`src/rtl/xlat_pkg.sv`:
```
// Shared definitions for the page table walker: entry bit positions,
// fault cause codes and walker states. Assumes 64-bit table entries.
package xlat_pkg;

    localparam int unsigned BIT_PRESENT = 0;
    localparam int unsigned BIT_WRITE   = 1;
    localparam int unsigned BIT_USER    = 2;
    localparam int unsigned BIT_LARGE   = 7;
    localparam int unsigned BIT_NOEXEC  = 63;

    typedef enum logic [2:0] {
        CAUSE_NONE   = 3'd0,
        CAUSE_ABSENT = 3'd1,
        CAUSE_WPROT  = 3'd2,
        CAUSE_USER   = 3'd3,
        CAUSE_EXEC   = 3'd4
    } cause_e;

    typedef enum logic [1:0] {
        ST_IDLE  = 2'd0,
        ST_ISSUE = 2'd1,
        ST_WAIT  = 2'd2
    } wstate_e;

endpackage

```
`src/rtl/xlat_entry_addr.sv`:
```
// Forms the byte address of the entry to read at the current level.
// Assumes VA_W == OFF_W + IDX_W*LEVELS and that entries are
// 2**(OFF_W-IDX_W) bytes, so the table base concatenates with the index.
module xlat_entry_addr #(
    parameter int VA_W   = 48,
    parameter int PA_W   = 52,
    parameter int IDX_W  = 9,
    parameter int OFF_W  = 12,
    parameter int LEVELS = 4
) (
    input  logic [VA_W-1:0]            va_i,
    input  logic [$clog2(LEVELS)-1:0]  level_i,
    input  logic [PA_W-OFF_W-1:0]      base_i,
    output logic [PA_W-1:0]            addr_o
);
    localparam int SHIFT_W = OFF_W - IDX_W;

    logic [IDX_W-1:0] idx [LEVELS];

    // One index slice per level, top level from the most significant bits.
    for (genvar g = 0; g < LEVELS; g++) begin : g_idx
        assign idx[g] = va_i[OFF_W + IDX_W*(LEVELS-g) - 1 -: IDX_W];
    end

    // Entry address is base plus index scaled by the entry size.
    assign addr_o = {base_i, idx[level_i], SHIFT_W'(0)};

endmodule

```
`src/rtl/xlat_perm_acc.sv`:
```
// Accumulates access rights over the levels of one walk and picks the
// fault cause for the entry now returning. Rights combine by AND for
// write and user, by OR for no-execute. Assumes start_i at acceptance.
module xlat_perm_acc (
    input  logic       clk,
    input  logic       rst_n,
    input  logic       start_i,
    input  logic       upd_i,
    input  logic       wr_bit_i,
    input  logic       usr_bit_i,
    input  logic       nx_bit_i,
    input  logic       is_write_i,
    input  logic       is_user_i,
    input  logic       is_exec_i,
    input  logic       nx_en_i,
    output logic [2:0] cause_o
);
    import xlat_pkg::*;

    logic wr_acc, usr_acc, nx_acc;
    logic wr_all, usr_all, nx_any;

    // Hold the running rights of the levels already accepted.
    always_ff @(posedge clk) begin
        if (!rst_n) begin
            wr_acc  <= 1'b1;
            usr_acc <= 1'b1;
            nx_acc  <= 1'b0;
        end else if (start_i) begin
            wr_acc  <= 1'b1;
            usr_acc <= 1'b1;
            nx_acc  <= 1'b0;
        end else if (upd_i) begin
            wr_acc  <= wr_acc & wr_bit_i;
            usr_acc <= usr_acc & usr_bit_i;
            nx_acc  <= nx_acc | nx_bit_i;
        end
    end

    // Rights including the entry on the read port this cycle.
    always_comb begin
        wr_all  = wr_acc & wr_bit_i;
        usr_all = usr_acc & usr_bit_i;
        nx_any  = nx_acc | nx_bit_i;
    end

    // Priority: user, then write, then execute.
    always_comb begin
        if (is_user_i && !usr_all)
            cause_o = CAUSE_USER;
        else if (is_write_i && !wr_all)
            cause_o = CAUSE_WPROT;
        else if (is_exec_i && nx_en_i && nx_any)
            cause_o = CAUSE_EXEC;
        else
            cause_o = CAUSE_NONE;
    end

endmodule

```
`src/rtl/xlat_pa_form.sv`:
```
// Builds the physical address from the leaf entry's frame bits and the
// virtual address. The leaf level sets how many low VA bits pass through.
// Assumes level_i is the level at which the leaf was found.
module xlat_pa_form #(
    parameter int VA_W   = 48,
    parameter int PA_W   = 52,
    parameter int IDX_W  = 9,
    parameter int OFF_W  = 12,
    parameter int LEVELS = 4
) (
    input  logic [VA_W-1:0]            va_i,
    input  logic [$clog2(LEVELS)-1:0]  level_i,
    input  logic [PA_W-OFF_W-1:0]      frame_i,
    output logic [PA_W-1:0]            pa_o,
    output logic [$clog2(LEVELS)-1:0]  size_o
);
    localparam int LVL_W = $clog2(LEVELS);

    logic [PA_W-1:0] frame_full;
    logic [PA_W-1:0] va_full;
    logic [PA_W-1:0] pa_at [LEVELS];

    assign frame_full = {frame_i, OFF_W'(0)};
    assign va_full    = PA_W'(va_i);

    // One candidate address per possible leaf level.
    for (genvar g = 0; g < LEVELS; g++) begin : g_pa
        localparam int KEEP = OFF_W + IDX_W*(LEVELS-1-g);
        localparam logic [PA_W-1:0] LOW_MASK = PA_W'((64'd1 << KEEP) - 64'd1);
        assign pa_at[g] = (frame_full & ~LOW_MASK) | (va_full & LOW_MASK);
    end

    // Select by leaf level; size code counts levels skipped below the leaf.
    always_comb begin
        pa_o   = pa_at[level_i];
        size_o = LVL_W'(LEVELS-1) - level_i;
    end

endmodule

```
`src/rtl/xlat_walker.sv`:
```
// Top of the page table walker. Accepts one request when idle, reads one
// entry per level through a single-outstanding read port, stops on a
// missing entry, a large page or the last level, and returns one result.
// Assumes memory answers no earlier than the cycle after a read request.
module xlat_walker #(
    parameter int VA_W          = 48,
    parameter int PA_W          = 52,
    parameter int IDX_W         = 9,
    parameter int OFF_W         = 12,
    parameter int LEVELS        = 4,
    parameter int ENT_W         = 64,
    parameter int LARGE_MIN_LVL = 1
) (
    input  logic              clk,
    input  logic              rst_n,
    input  logic              req_valid,
    output logic              req_ready,
    input  logic [VA_W-1:0]   req_va,
    input  logic              req_write,
    input  logic              req_user,
    input  logic              req_exec,
    input  logic [ENT_W-1:0]  root_base,
    input  logic              nx_enable,
    output logic              mem_req_valid,
    output logic [PA_W-1:0]   mem_req_addr,
    input  logic              mem_resp_valid,
    input  logic [ENT_W-1:0]  mem_resp_data,
    output logic              resp_valid,
    output logic [PA_W-1:0]   resp_pa,
    output logic [1:0]        resp_size,
    output logic              resp_fault,
    output logic [2:0]        resp_cause,
    output logic [VA_W-1:0]   fault_va
);
    import xlat_pkg::*;

    localparam int LVL_W   = $clog2(LEVELS);
    localparam int FRAME_W = PA_W - OFF_W;

    wstate_e             state_q;
    logic [LVL_W-1:0]    level_q;
    logic [FRAME_W-1:0]  base_q;
    logic [VA_W-1:0]     va_q;
    logic                wr_q, usr_q, exe_q, nxen_q;

    logic                accept;
    logic                entry_in;
    logic                present;
    logic                leaf;
    logic                step;
    logic                finish;
    logic [FRAME_W-1:0]  entry_frame;
    logic [2:0]          perm_cause;
    logic [2:0]          final_cause;
    logic [PA_W-1:0]     leaf_pa;
    logic [LVL_W-1:0]    leaf_size;
    logic                unused_bits;

    assign unused_bits = ^{root_base[ENT_W-1:PA_W], root_base[OFF_W-1:0],
                           mem_resp_data[ENT_W-2:PA_W], mem_resp_data[OFF_W-1:8],
                           mem_resp_data[6:3]};

    // Handshake and entry decode.
    always_comb begin
        req_ready     = (state_q == ST_IDLE);
        accept        = req_ready && req_valid;
        mem_req_valid = (state_q == ST_ISSUE);
        entry_in      = (state_q == ST_WAIT) && mem_resp_valid;
        present       = mem_resp_data[BIT_PRESENT];
        entry_frame   = mem_resp_data[PA_W-1:OFF_W];
        leaf          = (level_q == LVL_W'(LEVELS-1)) ||
                        (mem_resp_data[BIT_LARGE] && (level_q >= LVL_W'(LARGE_MIN_LVL)));
        step          = entry_in && present;
        finish        = entry_in && (!present || leaf);
        final_cause   = present ? perm_cause : 3'(CAUSE_ABSENT);
    end

    xlat_entry_addr #(
        .VA_W(VA_W), .PA_W(PA_W), .IDX_W(IDX_W), .OFF_W(OFF_W), .LEVELS(LEVELS)
    ) u_addr (
        .va_i    (va_q),
        .level_i (level_q),
        .base_i  (base_q),
        .addr_o  (mem_req_addr)
    );

    xlat_perm_acc u_perm (
        .clk        (clk),
        .rst_n      (rst_n),
        .start_i    (accept),
        .upd_i      (step),
        .wr_bit_i   (mem_resp_data[BIT_WRITE]),
        .usr_bit_i  (mem_resp_data[BIT_USER]),
        .nx_bit_i   (mem_resp_data[BIT_NOEXEC]),
        .is_write_i (wr_q),
        .is_user_i  (usr_q),
        .is_exec_i  (exe_q),
        .nx_en_i    (nxen_q),
        .cause_o    (perm_cause)
    );

    xlat_pa_form #(
        .VA_W(VA_W), .PA_W(PA_W), .IDX_W(IDX_W), .OFF_W(OFF_W), .LEVELS(LEVELS)
    ) u_pa (
        .va_i    (va_q),
        .level_i (level_q),
        .frame_i (entry_frame),
        .pa_o    (leaf_pa),
        .size_o  (leaf_size)
    );

    // Walk sequencing: latch request, issue a read, wait, descend or stop.
    always_ff @(posedge clk) begin
        if (!rst_n) begin
            state_q <= ST_IDLE;
            level_q <= '0;
            base_q  <= '0;
            va_q    <= '0;
            wr_q    <= 1'b0;
            usr_q   <= 1'b0;
            exe_q   <= 1'b0;
            nxen_q  <= 1'b0;
        end else begin
            case (state_q)
                ST_IDLE: begin
                    if (req_valid) begin
                        va_q    <= req_va;
                        wr_q    <= req_write;
                        usr_q   <= req_user;
                        exe_q   <= req_exec;
                        nxen_q  <= nx_enable;
                        base_q  <= root_base[PA_W-1:OFF_W];
                        level_q <= '0;
                        state_q <= ST_ISSUE;
                    end
                end
                ST_ISSUE: state_q <= ST_WAIT;
                ST_WAIT: begin
                    if (mem_resp_valid) begin
                        if (!present || leaf) begin
                            state_q <= ST_IDLE;
                        end else begin
                            base_q  <= entry_frame;
                            level_q <= level_q + LVL_W'(1);
                            state_q <= ST_ISSUE;
                        end
                    end
                end
                default: state_q <= ST_IDLE;
            endcase
        end
    end

    // Result register: one pulse per walk, address cleared on a fault.
    always_ff @(posedge clk) begin
        if (!rst_n) begin
            resp_valid <= 1'b0;
            resp_pa    <= '0;
            resp_size  <= '0;
            resp_fault <= 1'b0;
            resp_cause <= 3'(CAUSE_NONE);
        end else begin
            resp_valid <= finish;
            if (finish) begin
                resp_fault <= (final_cause != 3'(CAUSE_NONE));
                resp_cause <= final_cause;
                resp_pa    <= (final_cause != 3'(CAUSE_NONE)) ? '0 : leaf_pa;
                resp_size  <= present ? 2'(leaf_size) : 2'd0;
            end
        end
    end

    // Fault address register: loads only on a faulting result.
    always_ff @(posedge clk) begin
        if (!rst_n)
            fault_va <= '0;
        else if (finish && (final_cause != 3'(CAUSE_NONE)))
            fault_va <= va_q;
    end

endmodule

```
`config.mk`:
```
export PLATFORM = sky130hd
export DESIGN_NAME = xlat_walker
export DESIGN_NICKNAME = d
export VERILOG_FILES = /design/src/rtl/xlat_pkg.sv /design/src/rtl/xlat_entry_addr.sv /design/src/rtl/xlat_perm_acc.sv /design/src/rtl/xlat_pa_form.sv /design/src/rtl/xlat_walker.sv
export SDC_FILE = /design/constraint.sdc
export NUM_CORES = 1
export LEC_CHECK = 0
export BUFFER_PORTS_ARGS = -buffer_cell sky130_fd_sc_hd__buf_2
export CAP_MARGIN = 40
export CELL_PAD_IN_SITES_DETAIL_PLACEMENT = 1
export CELL_PAD_IN_SITES_GLOBAL_PLACEMENT = 2
export CORE_ASPECT_RATIO = 0.7
export CORE_UTILIZATION = 25
export CTS_CLUSTER_SIZE = 28
export DETAILED_ROUTE_END_ITERATION = 6
export GPL_TIMING_DRIVEN = 1
export PLACE_DENSITY_LB_ADDON = 0.1
export SYNTH_ARGS = -nofsm -noshare
export SYNTH_HDL_FRONTEND = slang
export SYNTH_SLANG_ARGS = --single-unit
```
`constraint.sdc`:
```
create_clock -name clk -period 2.2 [get_ports clk]
set_input_delay 0.11 -clock clk [delete_from_list [all_inputs] [get_ports clk]]
set_output_delay 0.11 -clock clk [all_outputs]
set_load 0.02 [all_outputs]
```
# Word-level counts from Yosys, hierarchy flattened
# Index checks and enable logic that the tools add are counted.
# Widths: inputs -> output; s select.
[totals]
regBits = 206
in_bits = 184
wordCells = 82
[op_classes]
add_sub_neg = 2
magnitude_cmp = 2
eq_ne = 6
n_mux = 24
bitwise_logic = 9
reduce_logical = 22
[op_table]
columns = ["operator", "n"]
rows = [
  ["$mux 52", 3],
  ["$mux 40", 3],
  ["$bmux 52 s2", 1],
  ["$pmux 40 s2", 1],
  ["$or 52x12->52", 1],
  ["$or 52x21->52", 1],
  ["$or 52x30->52", 1],
  ["$or 52x39->52", 1],
  ["$bmux 9 s2", 1],
  ["$mux 9", 2],
  ["$mux 2", 6],
  ["$mux 3", 4],
  ["$logic_and 1x1->1", 10],
  ["$ne 2x2->1 const B", 3],
  ["$pmux 2 s3", 1],
  ["$eq 2x2->1 const B", 2],
  ["$pmux 2 s2", 1],
  ["$reduce_and 2->1", 2],
  ["$reduce_and 4->1", 1],
  ["$ge 3x3->1 const B", 1],
  ["$logic_not 1->1", 3],
  ["$not 2->3", 1],
  ["$reduce_bool 3->1", 1],
  ["$add 2x1->2 const B", 1],
  ["other kinds (11)", 13],
]

# Longest topological paths before layout
[logic_depth]
ltp_word = 8
depth_mapped = 11
ltp_nobuf = 6

# By module
# From an unflattened synthesis, not the netlist that was laid out.
[unflattened]
hier_cells = 1036
hier_area_um2 = 9218.8
[by_module_without_submodules]
columns = ["module", "n_inst", "cells_each", "area_per_inst_um2", "seq_area_each_um2"]
rows = [
  ["xlat_walker", 1, 907, 7993.9, 4063.9],
  ["xlat_entry_addr", 1, 55, 545.5, 0.0],
  ["xlat_pa_form", 1, 57, 529.3, 0.0],
  ["xlat_perm_acc", 1, 17, 150.1, 60.1],
]

# Worst setup path before layout
# No wires, ideal clock.
[synth_path]
kind = "reg2reg"
from = "register level_q[0]"
to = "register fault_va[27]"
setup_ps = 72
t_arrival_ps = 2358
t_required_ps = 2128
slack_ps = -229
path_stages_with_launch = 12
period_less_slack_ps = 2429
path_cell_list = "dfxtp_1 > clkbuf_1 > buf_2 > inv_1 > ha_1 > nand2b_1 > a21oi_2 > o21a_1 > buf_2 > buf_4 > buf_4 > mux2i_1"
[synth_between]
elab_chain_len = 6
[synth_rtl]
columns = ["element", "line_no", "text"]
rows = [
  ["from (decl)", "xlat_walker.sv:41", "logic [LVL_W-1:0] level_q;"],
  ["from (signal assigned)", "xlat_walker.sv:144", "level_q <= level_q + LVL_W'(1);"],
  ["$ge 2x1->1", "xlat_walker.sv:72", "(mem_resp_data[BIT_LARGE] && (level_q >= LVL_W'(LARGE_MIN_LVL)));"],
  ["$logic_and 1x1->1", "xlat_walker.sv:72", ""],
  ["$logic_or 1x1->1 (*)", "xlat_walker.sv:71", "leaf = (level_q == LVL_W'(LEVELS-1)) ||"],
  ["$logic_or 1x1->1 (*)", "xlat_walker.sv:74", "finish = entry_in && (!present || leaf);"],
  ["$logic_and 1x1->1 (*)", "xlat_walker.sv:74", ""],
  ["$logic_and 1x1->1 (*)", "xlat_walker.sv:177", "else if (finish && (final_cause != 3'(CAUSE_NONE)))"],
  ["to (signal assigned)", "xlat_walker.sv:178", "fault_va <= va_q;"],
  ["to (decl)", "xlat_walker.sv:33", "output logic [VA_W-1:0] fault_va"],
]
# Mark *: on every way between the ends. The rest lies on a longest branch, timed or not.
# A chain may end at the register's enable or synchronous reset.

# Worst setup path in the final report
[layout_path]
from = "register level_q[0]"
to = "register fault_va[32]"
# Same word-level chain as after synthesis.

==> impl_metrics.prom <==
# TYPE chip_impl_metric gauge
chip_impl_info{name="failing_checks",value="DRC"} 1
chip_impl_metric{name="ys_ff_latch",unit=""} 206
chip_impl_metric{name="clk_latency",unit="ps"} 540
chip_impl_metric{name="peakVddDrop",unit="uV"} 430
chip_impl_metric{name="power_density_over_the_cells",unit="nW/um^2"} 755
chip_impl_metric{name="place.gp.congestion",unit=""} 0.798
chip_impl_metric{name="overall_routing_resource_usage",unit="%"} 20.9
chip_impl_metric{name="first_global_vias",unit=""} 8368
chip_impl_metric{name="cts_inserted_buffers",unit=""} 24
chip_impl_metric{name="drt_wl_total",unit="mm"} 36.4
chip_impl_metric{name="finalHoldWorstSlack",unit="ps"} 34.4
chip_impl_metric{name="synth_area",unit="sq um"} 8350
chip_impl_metric{name="via_count",unit=""} 8188
chip_impl_metric{name="synthesis.yosys.warnings",unit=""} 0
chip_impl_metric{name="leakage_power",unit="nW"} 5.40
chip_impl_info{name="cts_root_buffer",value="clkbuf_16"} 1
chip_impl_metric{name="floorplan.rows",unit=""} 55
chip_impl_metric{name="detail_route.first_pass.iterations",unit=""} 7
chip_impl_info{name="crit_type",value="register to register"} 1
chip_impl_metric{name="worst-r2r-setup-slack",unit="ps"} 170
chip_impl_metric{name="chipWidth",unit="um"} 220
chip_impl_metric{name="core_area",unit="sq um"} 32600
chip_impl_metric{name="layout.cells.non_filler",unit=""} 1762
chip_impl_metric{name="synth.yosys.seq_area_share",unit="%"} 49.4
chip_impl_metric{name="timing.final.hold_violations",unit=""} 0
chip_impl_metric{name="antenna_found_initial",unit=""} 0
chip_impl_metric{name="tightestPinTransition",unit="ps"} 674
chip_impl_metric{name="initial_core_util",unit="%"} 25.6
chip_impl_metric{name="via_cell_ratio",unit=""} 4.65
chip_impl_metric{name="timing.max_slew.rel_slack",unit="%"} 55.1
chip_impl_metric{name="cts_buffer_depth",unit=""} 3
chip_impl_metric{name="final_antenna_net_count",unit=""} 0
chip_impl_metric{name="drt_iter0_drc",unit=""} 435
chip_impl_metric{name="critical_path_data_arrival_time",unit="ps"} 2500
chip_impl_metric{name="post-route-util",unit="%"} 38.6
chip_impl_metric{name="filler_cell_count",unit=""} 3814
chip_impl_metric{name="netlist_instances",unit=""} 910
chip_impl_metric{name="drc_errors",unit=""} 15
chip_impl_metric{name="final_min_period_over_clock_period",unit="%"} 92.2
chip_impl_metric{name="clock_skew",unit="ps"} 11.4
chip_impl_metric{name="dp_hpwl",unit="mm"} 24.3
chip_impl_metric{name="antenna-diode-count",unit=""} 0
chip_impl_metric{name="cts.htree.levels",unit=""} 1
chip_impl_metric{name="top_level_ports",unit=""} 345
chip_impl_info{name="outcome",value="finished, violations left"} 1
chip_impl_metric{name="worst-endpoint-required",unit="ps"} 2670
chip_impl_metric{name="clock.fmax",unit="GHz"} 0.493
chip_impl_info{name="hold_path_class",value="input pin to register"} 1
chip_impl_metric{name="async_reset_ff_share",unit="%"} 0
chip_impl_metric{name="routed_wire_length_per_instance",unit="um"} 20.6
chip_impl_metric{name="drive_above_1_share",unit="%"} 30.6
chip_impl_metric{name="rr_worst_depth",unit=""} 7
chip_impl_metric{name="report.final.slew_viol_count",unit=""} 0
chip_impl_metric{name="fin_ws",unit="ps"} 172
chip_impl_metric{name="die_area",unit="sq um"} 34200
chip_impl_metric{name="placement.setup.worst_slack",unit="ps"} 175
chip_impl_metric{name="period_minus_slack",unit="ps"} 2030
chip_impl_metric{name="area.growth.synth_to_final",unit="%"} 50.6
chip_impl_metric{name="worstHoldPathCells",unit=""} 4
chip_impl_info{name="grt_setup_unrepaired",value="false"} 1
chip_impl_metric{name="setup-violations-final",unit=""} 0
chip_impl_info{name="crit_path_start_kind",value="register"} 1
chip_impl_metric{name="post_synth_num_cell_types",unit=""} 43
chip_impl_metric{name="grt_start_max_net_pins",unit=""} 104
chip_impl_info{name="cp-end-kind",value="register"} 1
chip_impl_metric{name="path_max_fanout",unit=""} 32
chip_impl_info{name="cts_tree",value="done"} 1
chip_impl_metric{name="overflow",unit=""} 0
chip_impl_metric{name="grt_pass1_wl",unit="mm"} 53.8
chip_impl_metric{name="syn-mean-instance-area",unit="sq um"} 9.18
chip_impl_metric{name="max_cap_violations",unit=""} 0
chip_impl_metric{name="dp.cells",unit=""} 1581
chip_impl_info{name="dominant_synthesized_flop_cell",value="dfxtp_1"} 1
chip_impl_metric{name="finalNetCount",unit=""} 1504
chip_impl_metric{name="die-height",unit="um"} 155
chip_impl_metric{name="synth_edf_count",unit=""} 0
chip_impl_metric{name="reg_clk_slew_reported_paths",unit="ps"} 60
chip_impl_metric{name="port-buffer-count",unit=""} 298
chip_impl_metric{name="numClockSinks",unit=""} 206
logic make-up after synthesis:
family	Yosys count	synth area share (%)
AOI/OAI and AO/OA	209	18.5
adders and majority gates	2	0.300
buffers and inverters	85	4.72
DFF	206	49.4
muxes	84	11.4
other	1	0.0449
and+or+nand+nor	323	15.7
sequential cells by signal, indices dropped and copies added (netlist names):
signal / cells
resp_fault: 1
u_perm.usr_acc: 1
state_q: 2
resp_valid: 1
resp_size: 2
exe_q: 1
va_q: 48
fault_va: 48
u_perm.nx_acc: 1
resp_pa: 52
level_q: 2
resp_cause: 3
u_perm.wr_acc: 1
base_q: 40
wr_q: 1
nxen_q: 1
usr_q: 1
worst max-delay path: stages, from the launching register on:
cell      delay (ps)
dfxtp_1          360
inv_1             80
ha_1             210
nand2b_1         210
a21oi_4          310
o21a_4           250
buf_12           270
mux2i_1          230
worst paths after layout:
path	startpoint	to
worst max-delay path	level_q[0]$_SDFFE_PN0P_	fault_va[32]$_SDFFE_PN0P_
worst min register to register	fault_va[4]$_SDFFE_PN0P_	fault_va[4]$_SDFFE_PN0P_
worst min-delay path	req_valid	state_q[0]$_SDFFE_PN0P_
worst max register to register	level_q[0]$_SDFFE_PN0P_	fault_va[32]$_SDFFE_PN0P_
per-layer routing:
layer / wire [um] / share of wire [%] / global-route usage (%)
met5: 0 / 0 / 0
met4: 584 / 1.6 / 3.84
met3: 1970 / 5.4 / 4.22
met2: 15800 / 43 / 31.5
met1: 18100 / 50 / 30.7
per-stage QoR:
| step | TNS (ps) | area (sq um) | total power, mW |
|---|---|---|---|
| 2_1_floorplan | -168 | 8370 | 4.68 |
| 3_5_place_dp | 0 | 10400 | 5.25 |
| 3_3_place_gp | -2450 | 10300 | 5.23 |
| 4_1_cts | 0 | 12600 | 9.66 |
| 5_1_grt | 0 | 12600 | 9.91 |
| 6_report | 0 | 12600 | 9.50 |
report_power, final:
group	internal [mW]	switching [mW]
Combinational	0.560	0.761
Clock	2.44	1.71
Sequential	3.89	0.144
cell usage after synthesis, types with 2 or more instances:
library cell / instances / share of area, %
mux2i_1: 75 / 9.0
nor2b_1: 4 / 0.30
a311oi_1: 40 / 4.2
o2bb2ai_1: 7 / 0.73
a21o_1: 2 / 0.18
o2bb2ai_2: 20 / 3.6
inv_1: 3 / 0.13
dfxtp_1: 206 / 49
nor2_1: 9 / 0.40
nand4_1: 2 / 0.15
o21ai_0: 5 / 0.30
buf_1: 2 / 0.090
a22o_1: 25 / 2.6
ha_1: 2 / 0.30
clkbuf_1: 53 / 2.4
buf_2: 15 / 0.90
buf_4: 7 / 0.63
a21oi_1: 101 / 6.1
nand3_1: 5 / 0.30
nor3_1: 2 / 0.12
nand2b_1: 3 / 0.22
buf_6: 4 / 0.54
nand2_1: 289 / 13
o21a_1: 2 / 0.18
mux4_2: 9 / 2.4
layout by cell type (no fill, tap or decap), drive strengths merged:
cell	Yosys	routed
mux4	9	9
a21oi	102	102
dfxtp	206	206
nand2	290	290
nand3	6	6
nand3b	1	1
nor2	9	9
clkbuf	53	32
mux2i	75	75
a211oi	1	1
nand4	2	2
nor4	1	1
nor3	2	2
a22o	25	25
o21ai	6	6
or3b	1	1
a31oi	1	1
bufinv	0	2
nand2b	3	3
conb	1	3
clkinv	1	9
ha	2	2
a41oi	1	1
or4	2	2
nor3b	1	1
o21a	2	2
a21boi	1	1
a21o	2	2
buf	28	323
nor2b	4	4
o2bb2ai	27	27
a311oi	40	40
inv	3	4
dlygate4sd3	0	138
and2b	1	1
o211ai	1	1
area by class of cell:
cell class              instances  area, sq um  share of cell area [%]
inverters                       4         17.5                   0.139
clock inverters                11          116                   0.925
well taps                     427          534                    4.25
clock buffers                  32          691                    5.49
repair buffers                461         3200                    25.4
multi-input cells             621         3900                    31.0
flip-flops and latches        206         4120                    32.8
timing repair:
action                                 CTS  global route
setup endpoints to repair                0             1
gates resized for setup                  0             1
endpoints found under the hold margin  138             0
hold buffers                           138             0
setup buffers                            0             0
No activity file was read; power rests on OpenSTA's default activity.
